### src/rtl/shc_pkg.sv
package shc_pkg;
  localparam int unsigned N_FLT  = 3;
  localparam int unsigned N_PEND = 4;
  localparam int unsigned N_ACT  = 7;
  localparam int unsigned WORD_W = 32;

  // bit positions software decodes
  localparam int unsigned EN_POS   [N_FLT]  = '{16, 17, 18};
  localparam int unsigned PEND_POS [N_PEND] = '{13, 14, 12, 15};
  localparam int unsigned ACT_POS  [N_ACT]  = '{0, 1, 3, 7, 8, 10, 11};
endpackage

### src/rtl/shc_flag_bank.sv
module shc_flag_bank #(
  parameter int unsigned N = 4
) (
  input  logic         clk,
  input  logic         rst,
  input  logic [N-1:0] set_i,
  input  logic [N-1:0] clr_i,
  input  logic         sw_we,
  input  logic [N-1:0] sw_val,
  output logic [N-1:0] q
);
  // priority per flag: hardware set, hardware clear, software write
  for (genvar i = 0; i < N; i++) begin : g_flag
    always_ff @(posedge clk) begin
      if (rst)           q[i] <= 1'b0;
      else if (set_i[i]) q[i] <= 1'b1;
      else if (clr_i[i]) q[i] <= 1'b0;
      else if (sw_we)    q[i] <= sw_val[i];
    end
  end
endmodule

### src/rtl/shc_bus_if.sv
module shc_bus_if #(
  parameter int unsigned ADDR_W     = 12,
  parameter logic [ADDR_W-1:0] REG_OFFSET = 'h24
) (
  input  logic [ADDR_W-1:0] addr,
  input  logic              wr_en,
  input  logic              rd_en,
  input  logic              priv,
  output logic              hit_wr,
  output logic              hit_rd,
  output logic              deny
);
  logic here;
  always_comb begin
    here   = (addr == REG_OFFSET);
    hit_wr = here && wr_en && priv;
    hit_rd = here && rd_en && priv;
    deny   = here && (wr_en || rd_en) && !priv;
  end
endmodule

### src/rtl/shc_escalate.sv
module shc_escalate #(
  parameter int unsigned N = 3
) (
  input  logic         clk,
  input  logic         rst,
  input  logic [N-1:0] raise_i,
  input  logic [N-1:0] en_i,
  output logic [N-1:0] req_o,
  output logic         hard_o
);
  always_ff @(posedge clk) begin
    if (rst) begin
      req_o  <= '0;
      hard_o <= 1'b0;
    end else begin
      req_o  <= raise_i & en_i;
      hard_o <= |(raise_i & ~en_i);
    end
  end
endmodule

### src/rtl/sys_handler_ctrl.sv
module sys_handler_ctrl
  import shc_pkg::*;
#(
  parameter int unsigned ADDR_W     = 12,
  parameter logic [ADDR_W-1:0] REG_OFFSET = 'h24
) (
  input  logic                clk,
  input  logic                rst,
  input  logic [ADDR_W-1:0]   bus_addr,
  input  logic                bus_wr_en,
  input  logic                bus_rd_en,
  input  logic [WORD_W-1:0]   bus_wdata,
  input  logic                bus_priv,
  output logic [WORD_W-1:0]   bus_rdata,
  output logic                bus_err,
  input  logic [N_PEND-1:0]   hw_pend_set,
  input  logic [N_ACT-1:0]    exc_enter,
  input  logic [N_ACT-1:0]    exc_return,
  input  logic [N_FLT-1:0]    fault_raise,
  output logic [N_FLT-1:0]    en_vec,
  output logic [N_PEND-1:0]   pend_vec,
  output logic [N_ACT-1:0]    act_vec,
  output logic [N_FLT-1:0]    fault_req,
  output logic                hardfault_req
);
  logic hit_wr, hit_rd, deny;
  logic [N_FLT-1:0]  w_en;
  logic [N_PEND-1:0] w_pend;
  logic [N_ACT-1:0]  w_act;
  logic [WORD_W-1:0] word;

  shc_bus_if #(.ADDR_W(ADDR_W), .REG_OFFSET(REG_OFFSET)) u_bus (
    .addr(bus_addr), .wr_en(bus_wr_en), .rd_en(bus_rd_en), .priv(bus_priv),
    .hit_wr(hit_wr), .hit_rd(hit_rd), .deny(deny)
  );

  // pick written fields out of the word
  for (genvar i = 0; i < N_FLT; i++) begin : g_wen
    assign w_en[i] = bus_wdata[EN_POS[i]];
  end
  for (genvar i = 0; i < N_PEND; i++) begin : g_wpend
    assign w_pend[i] = bus_wdata[PEND_POS[i]];
  end
  for (genvar i = 0; i < N_ACT; i++) begin : g_wact
    assign w_act[i] = bus_wdata[ACT_POS[i]];
  end

  shc_flag_bank #(.N(N_FLT)) u_en (
    .clk(clk), .rst(rst), .set_i('0), .clr_i('0),
    .sw_we(hit_wr), .sw_val(w_en), .q(en_vec)
  );

  shc_flag_bank #(.N(N_PEND)) u_pend (
    .clk(clk), .rst(rst), .set_i(hw_pend_set), .clr_i(exc_enter[N_PEND-1:0]),
    .sw_we(hit_wr), .sw_val(w_pend), .q(pend_vec)
  );

  shc_flag_bank #(.N(N_ACT)) u_act (
    .clk(clk), .rst(rst), .set_i(exc_enter), .clr_i(exc_return),
    .sw_we(hit_wr), .sw_val(w_act), .q(act_vec)
  );

  shc_escalate #(.N(N_FLT)) u_esc (
    .clk(clk), .rst(rst), .raise_i(fault_raise), .en_i(en_vec),
    .req_o(fault_req), .hard_o(hardfault_req)
  );

  // read word: unassigned positions stay zero
  always_comb begin
    word = '0;
    for (int i = 0; i < N_FLT; i++)  word[EN_POS[i]]   = en_vec[i];
    for (int i = 0; i < N_PEND; i++) word[PEND_POS[i]] = pend_vec[i];
    for (int i = 0; i < N_ACT; i++)  word[ACT_POS[i]]  = act_vec[i];
  end

  always_ff @(posedge clk) begin
    if (rst) begin
      bus_rdata <= '0;
      bus_err   <= 1'b0;
    end else begin
      bus_rdata <= hit_rd ? word : '0;
      bus_err   <= deny;
    end
  end
endmodule

### config.mk
export PLATFORM = sky130hd
export DESIGN_NAME = sys_handler_ctrl
export DESIGN_NICKNAME = d
export VERILOG_FILES = /design/src/rtl/shc_pkg.sv /design/src/rtl/shc_flag_bank.sv /design/src/rtl/shc_bus_if.sv /design/src/rtl/shc_escalate.sv /design/src/rtl/sys_handler_ctrl.sv
export SDC_FILE = /design/constraint.sdc
export NUM_CORES = 1
export LEC_CHECK = 0
export BUFFER_PORTS_ARGS = -buffer_cell sky130_fd_sc_hd__buf_2
export CAP_MARGIN = 0
export CORE_ASPECT_RATIO = 1.4
export CORE_MARGIN = 10
export CORE_UTILIZATION = 40
export CTS_BUF_LIST = sky130_fd_sc_hd__clkbuf_8
export DETAILED_ROUTE_END_ITERATION = 7
export GPL_ROUTABILITY_DRIVEN = 0
export PLACE_DENSITY = 0.94
export SLEW_MARGIN = 25
export SYNTH_ARGS = -nofsm -noshare
export SYNTH_HDL_FRONTEND = slang
export SYNTH_SLANG_ARGS = --single-unit
export TNS_END_PERCENT = 30
### constraint.sdc
create_clock -name clk -period 2.15 [get_ports clk]
set_clock_uncertainty 0.2 [all_clocks]
set_input_delay 0.43 -clock clk [delete_from_list [all_inputs] [get_ports clk]]
set_output_delay 0.43 -clock clk [all_outputs]
set_load 0.02 [all_outputs]
**Word level (Yosys, flattened, before mapping)**

Cells that the tools add are included.

- Bits in registers: 51
- Input bits: 70
- Output and inout port bits: 51
- Word-level logic and storage cells: 78

- Eq/ne operators: 1
- Mux-type cells: 33
- Bitwise gates (word level): 4
- Reduce and logical (&&, ||, !) cells: 21

Operators with widths:

| kind | count |
|---|---|
| 1-bit two-way mux | 33 |
| 3-bit nonzero test | 11 |
| 12-bit by 6-bit equality test with 1-bit output, second input constant | 1 |
| 3-bit AND | 2 |
| 1-bit logical AND | 6 |
| 3-bit NOT | 1 |
| 3-bit OR reduction | 1 |
| 2-bit OR reduction | 1 |
| 1-bit logical NOT | 1 |
| 1-bit logical OR | 1 |
| 1-bit NOT | 1 |

**Longest topological paths before layout**

Gate-level depths: netlist of the first run.

- Depth after elaboration: 6
- Depth in mapped cells: 6
- Depth with buffers taken out: 4

**Hierarchy**

A second synthesis of the first run with hierarchy kept.

- Cells, all modules: 133
- Area total of the unflattened synthesis: 1460.2 um2

By module, submodules not included:

| module | times used | cells each | area each (um2) |
|---|---|---|---|
| sys_handler_ctrl | 1 | 51 | 590.6 |
| shc_flag_bank at u_act | 1 | 30 | 360.3 |
| shc_flag_bank at u_pend | 1 | 17 | 186.4 |
| shc_flag_bank at u_en | 1 | 12 | 131.4 |
| shc_escalate | 1 | 14 | 130.1 |
| shc_bus_if | 1 | 9 | 61.3 |

**Worst setup path before layout of the first run**

No wires, ideal clock.

- Path type: input -> register
- Start: input port bus_addr[7]
- End: register u_act.q[0]
- Library setup time: 122 ps
- Arrival: 1396 ps
- Required time: 1828 ps
- Setup slack: 432 ps
- Cell stages on the path: 4
- Path buffers: 1
- Path through: nor4_4 -> nand4_4 -> buf_2 -> a221o_1

- Cells in the longest elaborated chain, start to end: 4

Ends and longest elaborated chain:

| what | line | source |
|---|---|---|
| start: declaration | sys_handler_ctrl.sv:9 | `input logic [ADDR_W-1:0] bus_addr,` |
| 12-bit by 6-bit equality test with 1-bit output | shc_bus_if.sv:15 | `here = (addr == REG_OFFSET);` |
| 1-bit logical AND (2 in series) | shc_bus_if.sv:16 | `hit_wr = here && wr_en && priv;` |
| 3-bit nonzero test (no line) | n/a |  |
| end signal: indexed assignment | shc_flag_bank.sv:18 | `else if (sw_we) q[i] <= sw_val[i];` |
| end: declaration | shc_flag_bank.sv:10 | `output logic [N-1:0] q` |

No other way between the ends.
A chain may end at the register's enable or synchronous reset.

**Worst setup path in the final report of the first run**

- Start: input port bus_addr[11]
- End: register bus_rdata[16]

- Cells in the longest elaborated chain, start to end: 5

Ends and longest elaborated chain:

| what | line | source |
|---|---|---|
| 12-bit by 6-bit equality test with 1-bit output | shc_bus_if.sv:15 |  |
| 1-bit logical AND (2 in series) | shc_bus_if.sv:17 | `hit_rd = here && rd_en && priv;` |
| 1-bit NOT (no line) | n/a |  |
| 2-bit OR reduction (no line) | n/a |  |
| end signal: assignment | sys_handler_ctrl.sv:81 | `bus_rdata <= hit_rd ? word : '0;` |
| end: declaration | sys_handler_ctrl.sv:14 | `output logic [WORD_W-1:0] bus_rdata,` |

No other way between the ends.

==> impl_metrics.yaml, run 1 <==
outcome:
  status: "finished clean"
clocking:
  cts_root_buf: "clkbuf_8"
  ctsResizeCount: 0
  clk_latency_ns: 0.28
  htreeDepth: 2
  clock-sinks: 33
  cts_hold_buf: 0
  cts_tree: "done"
  cts_made_buffers: 5
  post_cts_buffers: 0
  clk_pin_slew_worst_paths_ns: 0.07
  clockBufferDepth: 2
yosys:
  synth_area_leader_cell: "dfxtp_1"
  synth.distinct_cells: 21
  ys.flop_type: "dfxtp_1"
  netlist.area_leader.share_pct: 45.24
  synthMostInstantiatedCell: "dfxtp_1"
  syn_avg_cell_area_sq_um: 11.06
  ys_warn_count: 0
  synthTopCellsByCount: "33 x dfxtp_1, 19 x buf_4, 17 x and2_1"
  synth_edf_count: 0
  synthArstFlopShare_pct: 0
  synth_area_sq_um: 1460
  synth-seq-cells: 33
  synthCells: 132
  yosys-top-cells-area: "dfxtp_1 45%, buf_4 9.8%, a221o_1 7.5%, and2_1 7.3%, nor4b_2 6.2%"
  seq_area_frac_synth_pct: 45.24
detailed_routing:
  drt-pass1-iter-count: 4
  wl_met2_mm: 2.390
  routed-wl-met3_microns: 275
  wl_met1_mm: 1.580
  drtIter0Drc: 78
  vias: 1256
  viasPerCell: 4.849
  wl_per_cell_microns: 16.79
  antenna_left: 0
  highest_layer: "met4"
  drt_wl_total_mm: 4.349
  drcViolationCount: 0
grt:
  grt.total_usage_pct: 13.15
  grt_max_degree: 27
  grt_pass1_vias: 1447
  grt_pass1_wl_mm: 7.017
  grt_overflow: 0
  antenna_found_initial: 0
setup_path:
  crit_fanout: 14
  cp_top_family: "simple AND/OR/NAND/NOR gates"
  path_buf_inv: 1
  crit_path_max_incr_delay_ns: 0.41
  critical-path-top-cell-by-count: "and2_1"
  cp-start-kind: "input pin"
  cp_slowest_cell: "and4_1"
  worstPathRequired_ns: 2.17
  end_kind: "register"
  worstPathCellList: "buf_2 -> nor4_4 -> and2_1 -> and4_1 -> and2_1"
  critical_path_class: "input pin to register"
  worstPathArrival_ns: 1.69
placement:
  dp_hpwl_mm: 3.553
  placed_cells: 251
  io_buffers: 84
cells_and_area:
  antenna_cells: 0
  nNetsFinal: 288
  area_growth_pct: 34.96
  drive_gt1_share_pct: 47.49
  instances_no_fill: 259
floorplan:
  core_sq_um: 3441
  io_pins: 121
  initial_utilization_pct: 42.44
  die_y_microns: 91.49
  placement_rows: 25
  die_area_sq_um: 6501
  die_w_microns: 71.06
timing:
  hold_slack_ns: 0.1747
  finalSetupViolations: 0
  setup_tns_ns: 0
  finalHoldViolCount: 0
  max_clock_freq_mhz: 600.6
  finalCritPeriodShare_pct: 77.44
  rsz0062_at_grt: "no"
  drv_slew: 0
  layout_min_cycle_time_ns: 1.665
run:
  maxCapViolations: 0
pwr:
  ir_drop_mv: 0.4543
  p_leak_uw: 0.0009936
  powerDensity_nw_per_um2: 713.4
  total_power_uw: 1406
hold_path:
  hp-class: "input pin to register"
cell usage in the layout, fill, tap and decap left out, drive strengths merged, types with 2 or more instances in the layout:
| cell type | n |
|---|---|
| and3 | 4 |
| conb | 18 |
| and2 | 17 |
| nor2 | 6 |
| nor3b | 11 |
| buf | 87 |
| a221o | 11 |
| nor4 | 2 |
| dfxtp | 33 |
| nor4b | 11 |
| inv | 5 |
| mux2i | 3 |
| clkbuf | 6 |
state kept, by name, summed over array words and instances, names as in the netlist:
name	flops
u_pend.q	4
u_en.q	3
bus_rdata	14
u_esc.req_o	3
bus_err	1
u_esc.hard_o	1
u_act.q	7
kinds of logic after synthesis:
| logic type | after synthesis | synth area share, % |
|---|---|---|
| flops | 33 | 45.24 |
| compound gates | 12 | 8.227 |
| buf+inv | 29 | 13.02 |
| mux | 3 | 2.057 |
| other cells | 1 | 0.2568 |
| simple gates | 54 | 31.19 |
layout make-up:
type	count	area (sq um)
clock inverters	2	33.78
inverters	4	15.01
clock buffers	6	82.58
repair buffers	87	455.4
multi-input cells	87	673.1
flip-flops and latches	33	660.6
well taps	40	50.05
fillers	297	1470
report_power, final:
group	switching (uW)	internal, uW
logic	103	72.8
registers	11.2	628
clock network	218	373
total	332	1070
path summary, 6_finish.rpt:
kind / from / end / cells past startpoint / slack (ns)
setup reg to reg: u_en.q[0]$_SDFFE_PP0P_ / u_esc.hard_o$_SDFF_PP0_ / 3 / 0.99
setup / recovery: bus_addr[11] / bus_rdata[16]$_SDFF_PP0_ / 5 / 0.48
hold reg to reg: u_pend.q[3]$_SDFFE_PP0P_ / bus_rdata[15]$_SDFF_PP0_ / 1 / 0.28
hold / removal: exc_enter[4] / u_act.q[4]$_SDFFE_PP0P_ / 2 / 0.17
stage by stage:
step / util (%) / instance area, sq um / setup WS, ns
5_1_grt: 57.27 / 1971 / 0.3192
3_3_place_gp: 53.89 / 1854 / 0.2262
4_1_cts: 57.27 / 1971 / 0.4781
6_report: 57.27 / 1971 / 0.4850
3_5_place_dp: 53.89 / 1854 / 0.1842
2_1_floorplan: - / 1524 / 0.4324
layer usage:
metal / GRT usage, % / vias to the layer above
met5: 0 / -
met2: 23.81 / 61
met3: 4.248 / 8
met1: 12.68 / 578
li1: - / 609
met4: 7.120 / 0
Note: power is estimated with default switching activity, not from simulation.
==> inputs of run 2 (changes only) <==
==> constraint.sdc (replaced) <==
create_clock -name clk -period 1.7 [get_ports clk]
set_clock_uncertainty 0.2 [all_clocks]
set_input_delay 0.34 -clock clk [delete_from_list [all_inputs] [get_ports clk]]
set_output_delay 0.34 -clock clk [all_outputs]
set_load 0.02 [all_outputs]
==> run 2 against run 1 <==
Core utilization rose by 0.69 points. Non-clock buffer count rose by 2. Register-to-register slack got worse by 0.43 ns. Critical path depth rose by 1. Combinational power rose by 27%. Highest routed layer unchanged.
==> impl_metrics.yaml, run 2 (synthesis gave the netlist of run 1 again) <==
grt:
  grt_pass1_vias: 1449
  grt_overflow: 0
  grt.total_usage_pct: 12.89
  grt_pass1_wl_mm: 6.748
  antenna_found_initial: 0
  grt_max_degree: 27
placement:
  io_buffers: 84
  post-place-ws_ns: -0.2139
  placed_cells: 253
  placed_area_sq_um: 1869
  dp_hpwl_mm: 3.631
detailed_routing:
  vias: 1267
  drcViolationCount: 0
  drtIter0Drc: 36
  wl_per_cell_microns: 16.79
  drt-pass1-iter-count: 5
  viasPerCell: 4.854
  drt_wl_total_mm: 4.381
  antenna_left: 0
cells_and_area:
  regMostFlops: "bus_rdata"
  instances_no_fill: 261
  final_cell_mix: "84 x buf_2, 33 x dfxtp_1, 18 x conb_1, 17 x and2_1"
  fin_area_sq_um: 1994
  largest_reg_flops: 14
  nNetsFinal: 290
  antenna_cells: 0
  drive_gt1_share_pct: 47.96
  layout_commonest_cell: "buf_2"
  biggestRegsByFlops: "bus_rdata x14, u_act.q x7, u_pend.q x4"
  n_fill_cell: 318
  fin_util_pct: 57.96
  area_growth_pct: 36.59
outcome:
  status: "finished clean"
setup_path:
  worstPathRequired_ns: 1.72
  crit_fanout: 11
  worstPathCellList: "buf_2 -> nor4_4 -> nand4_4 -> buf_4 -> nor4b_4 -> a221o_1"
  crit_path_max_incr_delay_ns: 0.34
  worstPathArrival_ns: 1.62
  path_buf_inv: 2
  cp_top_family: "simple AND/OR/NAND/NOR gates"
  end_kind: "register"
  cp_slowest_cell: "nor4_4"
  cp-start-kind: "input pin"
  critical_path_class: "input pin to register"
floorplan:
  initial_utilization_pct: 42.44
  io_pins: 121
  placement_rows: 25
  core_sq_um: 3441
  die_area_sq_um: 6501
  die_w_microns: 71.06
  die_y_microns: 91.49
clocking:
  ctsResizeCount: 0
  post_cts_buffers: 0
  htreeDepth: 2
  cts_hold_buf: 0
  clk_pin_slew_worst_paths_ns: 0.07
  cts_tree: "done"
  clockBufferDepth: 2
  clock-sinks: 33
  cts_root_buf: "clkbuf_8"
  clk_latency_ns: 0.28
  cts_made_buffers: 5
timing:
  layout_min_cycle_time_ns: 1.596
  layout_setup_ws_ns: 0.1042
  rsz0062_at_grt: "no"
  drv_slew: 0
  finalCritPeriodShare_pct: 93.87
  setup_tns_ns: 0
  max_clock_freq_mhz: 626.6
  finalSetupViolations: 0
  finalHoldViolCount: 0
pwr:
  ir_drop_mv: 0.5045
  p_leak_uw: 0.001009
  powerDensity_nw_per_um2: 889.0
run:
  maxCapViolations: 0
hold_path:
  hp-class: "input pin to register"
-- run 2: cell types whose count changed in the layout (fill, tap and decap cells not counted) --
cell / delta
buf_4: +2
nor4b_2: -1
nor4b_4: +1
-- run 2: path summary, 6_finish.rpt --
kind	to	startpoint	cells after the start	slack (ns)
worst min register to register	bus_rdata[7]$_SDFF_PP0_	u_act.q[3]$_SDFFE_PP0P_	1	0.28
worst max register to register	u_esc.hard_o$_SDFF_PP0_	u_en.q[2]$_SDFFE_PP0P_	3	0.56
worst max-delay path	u_act.q[4]$_SDFFE_PP0P_	bus_addr[8]	6	0.10
worst min-delay path	u_pend.q[0]$_SDFFE_PP0P_	hw_pend_set[0]	2	0.09
-- run 2: area by class of cell --
| type | instances | area, sq um | share of cell area (%) |
|---|---|---|---|
| tap | 40 | 50.05 | 2.509 |
| inverter | 4 | 15.01 | 0.7528 |
| clock buffer | 6 | 82.58 | 4.141 |
| timing repair buffer | 89 | 470.5 | 23.59 |
| multi-input combinational | 87 | 681.9 | 34.19 |
| sequential | 33 | 660.6 | 33.12 |
| clock inverter | 2 | 33.78 | 1.694 |
-- run 2: through the flow --
step,hold slack (ns),power [uW]
detailed placement,0.2680,1046
finish,0.08901,1773
floorplan,0.2795,971.0
global placement,0.2549,1039
global route,0.08499,1836
CTS,0.08203,1784
-- run 2: per-layer routing --
layer,GRT usage (%),wire length (microns)
met2,25.37,2438
met1,10.54,1540
met5,0,0
met3,4.902,318
met4,6.311,84
-- run 2: report_power, final --
group          leakage (uW)  switching [uW]  internal [uW]
Combinational      0.000677             130           92.5
Clock             0.0000626             270            472
Sequential         0.000270            13.5            795
